===== config.mk =====
export PLATFORM = sky130hd
export DESIGN_NAME = carrier_mixer
export DESIGN_NICKNAME = d
export VERILOG_FILES = /design/src/rtl/cmix_pkg.sv /design/src/rtl/cmix_regs.sv /design/src/rtl/cmix_nco.sv /design/src/rtl/cmix_sincos_rom.sv /design/src/rtl/cmix_cmult.sv /design/src/rtl/carrier_mixer.sv
export SDC_FILE = /design/constraint.sdc
export NUM_CORES = 2
export LEC_CHECK = 0
export BUFFER_PORTS_ARGS = -buffer_cell sky130_fd_sc_hd__clkbuf_2
export CAP_MARGIN = 10
export CORE_MARGIN = 2
export CORE_UTILIZATION = 57
export CTS_CLUSTER_DIAMETER = 30
export DETAILED_ROUTE_END_ITERATION = 12
export HOLD_SLACK_MARGIN = 0.12
export PLACE_DENSITY = 0.85
export SETUP_SLACK_MARGIN = 0.3
export SYNTH_ARGS = -nofsm -noshare
export SYNTH_HDL_FRONTEND = slang
export SYNTH_SLANG_ARGS = --single-unit

===== constraint.sdc =====
create_clock -name clk -period 16.25 [get_ports clk]
set_input_delay 2.4375 -clock clk [delete_from_list [all_inputs] [get_ports clk]]
set_output_delay 2.4375 -clock clk [all_outputs]
set_load 0.02 [all_outputs]

===== src/rtl/cmix_pkg.sv =====
package cmix_pkg;

  localparam int unsigned REG_AW = 2;

  typedef enum logic [REG_AW-1:0] {
    REG_CF_HOLD = 2'd0,
    REG_CTRL    = 2'd1,
    REG_PHOFF   = 2'd2
  } cmix_reg_e;

  typedef struct packed {
    logic real_in;     // bit 1
    logic offset_bin;  // bit 0
  } cmix_ctrl_t;

  // Rational sine approximation for one table point of a full cycle
  function automatic int sine_point(input int k, input int addr_w, input int amp);
    longint h, p, num, den, mag;
    h   = longint'(1) << (addr_w - 1);
    p   = longint'(k) % h;
    num = 16 * p * (h - p) * longint'(amp);
    den = 5 * h * h - 4 * p * (h - p);
    mag = (num + den / 2) / den;
    if (longint'(k) >= h) mag = -mag;
    return int'(mag);
  endfunction

endpackage


===== src/rtl/cmix_regs.sv =====
module cmix_regs
  import cmix_pkg::*;
#(
  parameter int unsigned DATA_W = 32,
  parameter int unsigned POFF_W = 8
) (
  input  logic              clk,
  input  logic              rst_n,
  input  logic              wr_en,
  input  logic [REG_AW-1:0] wr_addr,
  input  logic [DATA_W-1:0] wr_data,
  input  logic              cf_load,
  output logic [DATA_W-1:0] cf_active,
  output cmix_ctrl_t        ctrl,
  output logic [POFF_W-1:0] phoff
);

  localparam int unsigned CTRL_W = $bits(cmix_ctrl_t);

  logic [DATA_W-1:0] hold_q, hold_d;
  logic [DATA_W-1:0] cf_q, cf_d;
  cmix_ctrl_t        ctrl_q, ctrl_d;
  logic [POFF_W-1:0] poff_q, poff_d;

  always_comb begin
    hold_d = hold_q;
    ctrl_d = ctrl_q;
    poff_d = poff_q;
    cf_d   = cf_load ? hold_q : cf_q;
    if (wr_en) begin
      case (cmix_reg_e'(wr_addr))
        REG_CF_HOLD: hold_d = wr_data;
        REG_CTRL:    ctrl_d = cmix_ctrl_t'(wr_data[CTRL_W-1:0]);
        REG_PHOFF:   poff_d = wr_data[POFF_W-1:0];
        default:     ;
      endcase
    end
  end

  always_ff @(posedge clk or negedge rst_n) begin
    if (!rst_n) begin
      hold_q <= '0;
      cf_q   <= '0;
      ctrl_q <= '0;
      poff_q <= '0;
    end else begin
      hold_q <= hold_d;
      cf_q   <= cf_d;
      ctrl_q <= ctrl_d;
      poff_q <= poff_d;
    end
  end

  assign cf_active = cf_q;
  assign ctrl      = ctrl_q;
  assign phoff     = poff_q;


  cf_hold_chk: assert property (@(posedge clk) disable iff (!rst_n)
    !cf_load |=> $stable(cf_active));


  cf_write_isolated_chk: assert property (@(posedge clk) disable iff (!rst_n)
    (wr_en && wr_addr == 2'd0 && !cf_load) |=> $stable(cf_active));

endmodule


===== src/rtl/cmix_nco.sv =====
module cmix_nco #(
  parameter int unsigned PHASE_W = 32,
  parameter int unsigned ADDR_W  = 8,
  parameter int unsigned POFF_W  = 8
) (
  input  logic               clk,
  input  logic               rst_n,
  input  logic               smp_en,
  input  logic               ofs_bit,
  input  logic               ofs_sync,
  input  logic [PHASE_W-1:0] cf_word,
  input  logic [POFF_W-1:0]  phoff,
  output logic [ADDR_W-1:0]  lut_addr
);

  logic [PHASE_W-2:0] sh_q, sh_d;
  logic [PHASE_W-1:0] sh_full;
  logic [PHASE_W-1:0] ofs_q, ofs_d;
  logic [PHASE_W-1:0] acc_q, acc_d;
  logic [ADDR_W-1:0]  addr_q, addr_d;
  logic [ADDR_W-1:0]  poff_ext;

  // Align the phase offset to the table address scale
  if (ADDR_W == POFF_W) begin : g_poff_eq
    assign poff_ext = phoff;
  end else if (ADDR_W > POFF_W) begin : g_poff_pad
    assign poff_ext = {phoff, {(ADDR_W - POFF_W){1'b0}}};
  end else begin : g_poff_cut
    assign poff_ext = phoff[POFF_W-1 -: ADDR_W];
  end

  always_comb begin
    sh_full = {sh_q, ofs_bit};
    sh_d    = sh_full[PHASE_W-2:0];
    ofs_d   = ofs_sync ? sh_full : ofs_q;
    acc_d   = acc_q;
    addr_d  = addr_q;
    if (smp_en) begin
      acc_d  = acc_q + cf_word + ofs_q;
      addr_d = acc_q[PHASE_W-1 -: ADDR_W] + poff_ext;
    end
  end

  always_ff @(posedge clk or negedge rst_n) begin
    if (!rst_n) begin
      sh_q   <= '0;
      ofs_q  <= '0;
      acc_q  <= '0;
      addr_q <= '0;
    end else begin
      sh_q   <= sh_d;
      ofs_q  <= ofs_d;
      acc_q  <= acc_d;
      addr_q <= addr_d;
    end
  end

  assign lut_addr = addr_q;


  ofs_frame_chk: assert property (@(posedge clk) disable iff (!rst_n)
    !ofs_sync |=> $stable(ofs_q));


  acc_idle_chk: assert property (@(posedge clk) disable iff (!rst_n)
    !smp_en |=> ($stable(acc_q) && $stable(lut_addr)));

endmodule


===== src/rtl/cmix_sincos_rom.sv =====
module cmix_sincos_rom #(
  parameter int unsigned ADDR_W = 8,
  parameter int unsigned AMP_W  = 12
) (
  input  logic [ADDR_W-1:0]       addr,
  output logic signed [AMP_W-1:0] sin_o,
  output logic signed [AMP_W-1:0] cos_o
);

  localparam int unsigned N   = 1 << ADDR_W;
  localparam int          AMP = (1 << (AMP_W - 1)) - 1;
  localparam logic [ADDR_W-1:0] QTR = ADDR_W'(N / 4);

  logic signed [AMP_W-1:0] tbl [N];
  logic [ADDR_W-1:0]       cos_addr;

  for (genvar g = 0; g < N; g++) begin : g_tbl
    localparam int V = cmix_pkg::sine_point(g, ADDR_W, AMP);
    assign tbl[g] = AMP_W'(V);
  end

  assign cos_addr = addr + QTR;
  assign sin_o    = tbl[addr];
  assign cos_o    = tbl[cos_addr];

endmodule


===== src/rtl/cmix_cmult.sv =====
module cmix_cmult
  import cmix_pkg::*;
#(
  parameter int unsigned DIN_W = 10,
  parameter int unsigned AMP_W = 12,
  parameter int unsigned OUT_W = 12
) (
  input  logic                    clk,
  input  logic                    rst_n,
  input  logic                    smp_en,
  input  logic [DIN_W-1:0]        i_raw,
  input  logic [DIN_W-1:0]        q_raw,
  input  cmix_ctrl_t              ctrl,
  input  logic signed [AMP_W-1:0] sin_i,
  input  logic signed [AMP_W-1:0] cos_i,
  output logic signed [OUT_W-1:0] i_out,
  output logic signed [OUT_W-1:0] q_out,
  output logic                    out_vld
);

  localparam int unsigned PROD_W = DIN_W + AMP_W;
  localparam int unsigned SUM_W  = PROD_W + 2;
  localparam int unsigned SHIFT  = PROD_W - OUT_W;
  localparam logic signed [SUM_W-1:0] HALF   = SUM_W'(1) <<< (SHIFT - 1);
  localparam logic signed [SUM_W-1:0] SAT_HI = SUM_W'((2 ** (OUT_W - 1)) - 1);
  localparam logic signed [SUM_W-1:0] SAT_LO = -SAT_HI - SUM_W'(1);

  logic signed [DIN_W-1:0] i_cv, q_cv;
  logic signed [DIN_W-1:0] i_s1_q, q_s1_q, i_s1_d, q_s1_d;
  logic                    v1_q;
  logic signed [SUM_W-1:0] i_w, q_w, c_w, s_w;
  logic signed [SUM_W-1:0] i_sum, q_sum, i_shf, q_shf;
  logic signed [OUT_W-1:0] i_out_q, q_out_q, i_out_d, q_out_d;
  logic                    vld_q;

  // Stage 1: input coding and real/complex selection
  always_comb begin
    i_cv = ctrl.offset_bin ? {~i_raw[DIN_W-1], i_raw[DIN_W-2:0]} : i_raw;
    q_cv = ctrl.offset_bin ? {~q_raw[DIN_W-1], q_raw[DIN_W-2:0]} : q_raw;
    if (ctrl.real_in) q_cv = '0;
    i_s1_d = smp_en ? i_cv : i_s1_q;
    q_s1_d = smp_en ? q_cv : q_s1_q;
  end

  // Stage 2: complex multiply by conj(LO), round, saturate
  always_comb begin
    i_w   = SUM_W'(i_s1_q);
    q_w   = SUM_W'(q_s1_q);
    c_w   = SUM_W'(cos_i);
    s_w   = SUM_W'(sin_i);
    i_sum = i_w * c_w + q_w * s_w;
    q_sum = q_w * c_w - i_w * s_w;
    i_shf = (i_sum + HALF) >>> SHIFT;
    q_shf = (q_sum + HALF) >>> SHIFT;
    i_out_d = i_out_q;
    q_out_d = q_out_q;
    if (v1_q) begin
      if (i_shf > SAT_HI)      i_out_d = SAT_HI[OUT_W-1:0];
      else if (i_shf < SAT_LO) i_out_d = SAT_LO[OUT_W-1:0];
      else                     i_out_d = i_shf[OUT_W-1:0];
      if (q_shf > SAT_HI)      q_out_d = SAT_HI[OUT_W-1:0];
      else if (q_shf < SAT_LO) q_out_d = SAT_LO[OUT_W-1:0];
      else                     q_out_d = q_shf[OUT_W-1:0];
    end
  end

  always_ff @(posedge clk or negedge rst_n) begin
    if (!rst_n) begin
      i_s1_q  <= '0;
      q_s1_q  <= '0;
      v1_q    <= 1'b0;
      i_out_q <= '0;
      q_out_q <= '0;
      vld_q   <= 1'b0;
    end else begin
      i_s1_q  <= i_s1_d;
      q_s1_q  <= q_s1_d;
      v1_q    <= smp_en;
      i_out_q <= i_out_d;
      q_out_q <= q_out_d;
      vld_q   <= v1_q;
    end
  end

  assign i_out   = i_out_q;
  assign q_out   = q_out_q;
  assign out_vld = vld_q;


  real_q_zero_chk: assert property (@(posedge clk) disable iff (!rst_n)
    (smp_en && ctrl.real_in) |=> (q_s1_q == '0));


  out_hold_chk: assert property (@(posedge clk) disable iff (!rst_n)
    !v1_q |=> ($stable(i_out) && $stable(q_out)));

endmodule


===== src/rtl/carrier_mixer.sv =====
module carrier_mixer #(
  parameter int unsigned DIN_W   = 10,
  parameter int unsigned PHASE_W = 32,
  parameter int unsigned ADDR_W  = 8,
  parameter int unsigned POFF_W  = 8,
  parameter int unsigned AMP_W   = 12,
  parameter int unsigned OUT_W   = 12
) (
  input  logic               clk,
  input  logic               rst_n,
  input  logic [DIN_W-1:0]   i_in,
  input  logic [DIN_W-1:0]   q_in,
  input  logic               smp_en_n,
  input  logic               wr_en,
  input  logic [1:0]         wr_addr,
  input  logic [PHASE_W-1:0] wr_data,
  input  logic               cf_load,
  input  logic               ofs_bit,
  input  logic               ofs_sync,
  output logic [OUT_W-1:0]   i_out,
  output logic [OUT_W-1:0]   q_out,
  output logic               out_vld
);

  import cmix_pkg::*;

  logic [1:0]              rst_sync_q;
  logic                    rst_int_n;
  logic                    smp_en;
  logic [PHASE_W-1:0]      cf_word;
  cmix_ctrl_t              ctrl;
  logic [POFF_W-1:0]       phoff;
  logic [ADDR_W-1:0]       lut_addr;
  logic signed [AMP_W-1:0] lo_sin, lo_cos;
  logic signed [OUT_W-1:0] i_mix, q_mix;

  // Reset asserts at once and leaves on a clock edge
  always_ff @(posedge clk or negedge rst_n) begin
    if (!rst_n) rst_sync_q <= 2'b00;
    else        rst_sync_q <= {rst_sync_q[0], 1'b1};
  end
  assign rst_int_n = rst_sync_q[1];
  assign smp_en    = ~smp_en_n;

  cmix_regs #(.DATA_W(PHASE_W), .POFF_W(POFF_W)) u_regs (
    .clk       (clk),
    .rst_n     (rst_int_n),
    .wr_en     (wr_en),
    .wr_addr   (wr_addr),
    .wr_data   (wr_data),
    .cf_load   (cf_load),
    .cf_active (cf_word),
    .ctrl      (ctrl),
    .phoff     (phoff)
  );

  cmix_nco #(.PHASE_W(PHASE_W), .ADDR_W(ADDR_W), .POFF_W(POFF_W)) u_nco (
    .clk      (clk),
    .rst_n    (rst_int_n),
    .smp_en   (smp_en),
    .ofs_bit  (ofs_bit),
    .ofs_sync (ofs_sync),
    .cf_word  (cf_word),
    .phoff    (phoff),
    .lut_addr (lut_addr)
  );

  cmix_sincos_rom #(.ADDR_W(ADDR_W), .AMP_W(AMP_W)) u_rom (
    .addr  (lut_addr),
    .sin_o (lo_sin),
    .cos_o (lo_cos)
  );

  cmix_cmult #(.DIN_W(DIN_W), .AMP_W(AMP_W), .OUT_W(OUT_W)) u_cmult (
    .clk     (clk),
    .rst_n   (rst_int_n),
    .smp_en  (smp_en),
    .i_raw   (i_in),
    .q_raw   (q_in),
    .ctrl    (ctrl),
    .sin_i   (lo_sin),
    .cos_i   (lo_cos),
    .i_out   (i_mix),
    .q_out   (q_mix),
    .out_vld (out_vld)
  );

  assign i_out = i_mix;
  assign q_out = q_mix;


  sample_to_valid_chk: assert property (@(posedge clk) disable iff (!rst_int_n)
    !smp_en_n |-> ##2 out_vld);


  idle_no_valid_chk: assert property (@(posedge clk) disable iff (!rst_int_n)
    smp_en_n |-> ##2 !out_vld);


  reset_quiet_chk: assert property (@(posedge clk)
    !rst_int_n |-> (out_vld == 1'b0 && i_out == '0 && q_out == '0));

endmodule


==> qor.txt <==
Outcome -> finished, final reports clean
Worst-case clock buffer depth -> 3
Die span in y -> 249 um
Share of cells above drive strength 1 -> 9.86%
Number of maximum-capacitance violations -> 0
Share of synthesized registers carrying an async set or reset -> 100%
Post-placement worst setup slack -> 5.02 ns
Yosys warning count -> 0
Total of hold buffers inserted after clock tree synthesis -> 0
Total track usage -> 28.4%
Post-DR vias/cell -> 5.93
Max incr delay on CP -> 0.70 ns
Number of cells upsized or downsized after cts -> 0
Clock transition at the registers of the reported paths -> 0.05 ns
Effective utilization at floorplan -> 57.8%
Global route total overflow -> 0
Final Hold Vio Count -> 0
Detail-routed net length per standard cell -> 19.1 um
Buffering stage count on the worst path with inverters included -> 4
Worst Setup Slack, final -> 4.63 ns
Standard cell core area -> 59100 sq um
Final Routed Wirelength -> 86.4 mm
Capturing element type of the critical path -> flip-flop
Endpoint arrival time on the critical path -> 12.12 ns
DPL Wire Length -> 64.1 mm
Quantity of I/O buffers inserted on ports -> 85
Number of instances in the synthesized netlist -> 3733
Least-Margin Pin Slew -> 1.12 ns
Setup Skew -> 0.0620 ns
Length of the first detailed-routing pass in iterations -> 7
TritonCTS clock tree -> yes
Kind of launch point of the worst setup path -> flip-flop
Placed cell areas -> 35100 sq um
Die Outline Area -> 61900 sq um
Prevailing post-synth register cell -> sky130_fd_sc_hd__dfrtp_1
CP Depth -> 43
H-Tree Level Count -> 2
Yosys reg bits -> 225
Number of DRC markers in iteration 0 -> 1996
Total non-filler cell area in the finished layout -> 36800 sq um
Post-CTS setup buffers -> 0
Critical Path RT -> 16.75 ns
Pin count of the biggest net entering global routing -> 78
Top-Level Pins -> 86
Vias in the first global route -> 28500
Top fanout value on the critical path -> 76
Sinks on the clock net -> 225
Number of pins with negative max-slew slack in the final report -> 0
Fraction of the yosys area taken by sequential cells -> 16.5%
Reg2Reg Depth -> 43
Syn-to-layout area delta -> 7.65%
Total number of nets in the final design -> 4591
Post-synthesis area per instance -> 9.15 sq um
Normalized max-slew margin -> 25.5%
Setup repair after global routing missed its margin -> false
Post-route DRC violation count -> 0
Total CTS buffers -> 46
Most frequent standard cell in the layout excluding fill and tap cells -> sky130_fd_sc_hd__inv_1
Post-synthesis net count -> 4610
Setup Crit Path Kind -> flip-flop to flip-flop
Commonest non-fill, non-tap cells in the layout -> 558 x sky130_fd_sc_hd__inv_1, 461 x sky130_fd_sc_hd__fa_1, 376 x sky130_fd_sc_hd__nand2_1, 355 x sky130_fd_sc_hd__ha_1, 219 x sky130_fd_sc_hd__dfrtp_1
Routed via count -> 26800
Core Rows -> 89
Latest clock arrival within the worst-skew pair -> 0.60 ns
Clock tree root buffer cell -> sky130_fd_sc_hd__clkbuf_16
FILL cells -> 4623
Most repeated library cell on the critical path -> sky130_fd_sc_hd__a21oi_1
Worst min-delay path class -> flip-flop to async pin
Slowest-stage cell, CP -> sky130_fd_sc_hd__buf_4
Netlist area before placement -> 34200 sq um
Horizontal die dimension -> 249 um
Number of distinct standard cells referenced by the synthesized netlist -> 85
Total negative slack -> 0 ns
Fmax -> 86.1 MHz
Utilization of the core after routing -> 62.2%
Number of enable-type register cells in the synthesized netlist -> 0
Global-route wire length before repair -> 144 mm
Critical path's top delay family -> compound AO/OA/AOI/OAI gates
Number of setup violations in the final report -> 0
Antenna violations before repair -> 4
Final estimated routing congestion in global placement -> 0.976
Share of the clock period used by the worst path after layout -> 71.5%
Minimum clock period after layout -> 11.62 ns
Remaining antenna violation count after routing -> 0
==> through the flow <==
stage	cells	hold WS, ns
floorplan	3733	0.331
global placement	4439	0.282
detailed placement	4439	0.291
CTS	4524	0.264
global route	4526	0.301
finish	4526	0.277
==> logic make-up after synthesis <==
kind of cell,after synthesis,synth area share (%)
AO/OA/AOI/OAI,620,11.8
XOR/XNOR,162,4.15
adder cells (fa/ha/maj),816,40.0
buffers and inverters,750,8.30
flip-flops,225,16.5
multiplexers,153,5.09
other,1,0.0110
AND/OR/NAND/NOR,1006,14.2
==> worst reg2reg max path, delay by kind of cell, from the launching register on <==
| kind | cells | cell delay (ns) |
|---|---|---|
| buffers and inverters | 4 | 0.84 |
| XOR/XNOR | 1 | 0.14 |
| flip-flops | 1 | 0.68 |
| AND/OR/NAND/NOR | 8 | 1.84 |
| AO/OA/AOI/OAI | 22 | 5.09 |
| adder cells (fa/ha/maj) | 8 | 2.99 |
==> final timing paths <==
path                                         from                end  slack (ns)
worst max-delay path            u_nco.lut_addr[2]   u_cmult.i_out[6]        4.63
min in group clk                    u_nco.sh_q[5]      u_nco.sh_q[6]        0.33
worst min register to register      rst_sync_q[1]  u_cmult.i_s1_q[5]        0.28
worst min-delay path                rst_sync_q[1]  u_cmult.i_s1_q[5]        0.28
max in group asynchronous           rst_sync_q[1]  u_nco.lut_addr[2]       13.83
worst max register to register  u_nco.lut_addr[2]   u_cmult.i_out[6]        4.63
==> Yosys cell counts, types with 18 or more instances <==
cell / instances / share of area (%)
sky130_fd_sc_hd__nor2b_1: 40 / 0.73
sky130_fd_sc_hd__o21ai_0: 167 / 2.4
sky130_fd_sc_hd__fa_1: 461 / 27
sky130_fd_sc_hd__a31oi_1: 23 / 0.42
sky130_fd_sc_hd__mux2i_1: 23 / 0.67
sky130_fd_sc_hd__xnor2_1: 117 / 3.0
sky130_fd_sc_hd__o21a_1: 19 / 0.42
sky130_fd_sc_hd__xor2_1: 45 / 1.2
sky130_fd_sc_hd__o211ai_1: 24 / 0.53
sky130_fd_sc_hd__a211oi_1: 26 / 0.57
sky130_fd_sc_hd__o21bai_1: 26 / 0.57
sky130_fd_sc_hd__ha_1: 355 / 13
sky130_fd_sc_hd__a21o_1: 38 / 0.83
sky130_fd_sc_hd__buf_1: 18 / 0.20
sky130_fd_sc_hd__nand3_1: 38 / 0.56
sky130_fd_sc_hd__dfrtp_1: 225 / 16
sky130_fd_sc_hd__nor2_1: 176 / 1.9
sky130_fd_sc_hd__mux2_2: 126 / 4.2
sky130_fd_sc_hd__nand2_1: 376 / 4.1
sky130_fd_sc_hd__a21oi_1: 173 / 2.5
sky130_fd_sc_hd__nor3_1: 53 / 0.78
sky130_fd_sc_hd__and2_1: 207 / 3.8
sky130_fd_sc_hd__clkbuf_1: 159 / 1.7
sky130_fd_sc_hd__inv_1: 558 / 6.1
sky130_fd_sc_hd__a221o_1: 20 / 0.59
sky130_fd_sc_hd__nand2b_1: 55 / 1.0
==> final cells by class <==
cell class / count / area, sq um / share of cell area (%)
flip-flops and latches: 225 / 5640 / 15.3
inverters: 561 / 2110 / 5.72
multi-input cells: 2758 / 25700 / 69.9
well taps: 773 / 967 / 2.63
clock buffers: 52 / 1210 / 3.30
diodes: 2 / 5.00 / 0.0136
repair buffers: 122 / 706 / 1.92
clock inverters: 33 / 429 / 1.17
==> registers in the layout, summed over array words and instances (netlist names), 12 cells and up <==
signal and cells:
u_nco.acc_q 32, u_nco.ofs_q 32, u_regs.cf_active 32, u_regs.hold_q 32, u_nco.sh_q 31, u_cmult.i_out 12, u_cmult.q_out 12
==> routing by layer <==
| metal | vias up | GRT usage (%) | routed length [um] |
|---|---|---|---|
| li1 | 12100 | - | - |
| met1 | 13300 | 36.1 | 34200 |
| met2 | 1172 | 47.0 | 40900 |
| met3 | 283 | 5.98 | 7500 |
| met4 | 0 | 12.8 | 3790 |
| met5 | - | 0 | 0 |
Power is left out: the tool's default activity adds up to more than one toggle a clock period on the data nets, which glitch-free logic cannot reach.
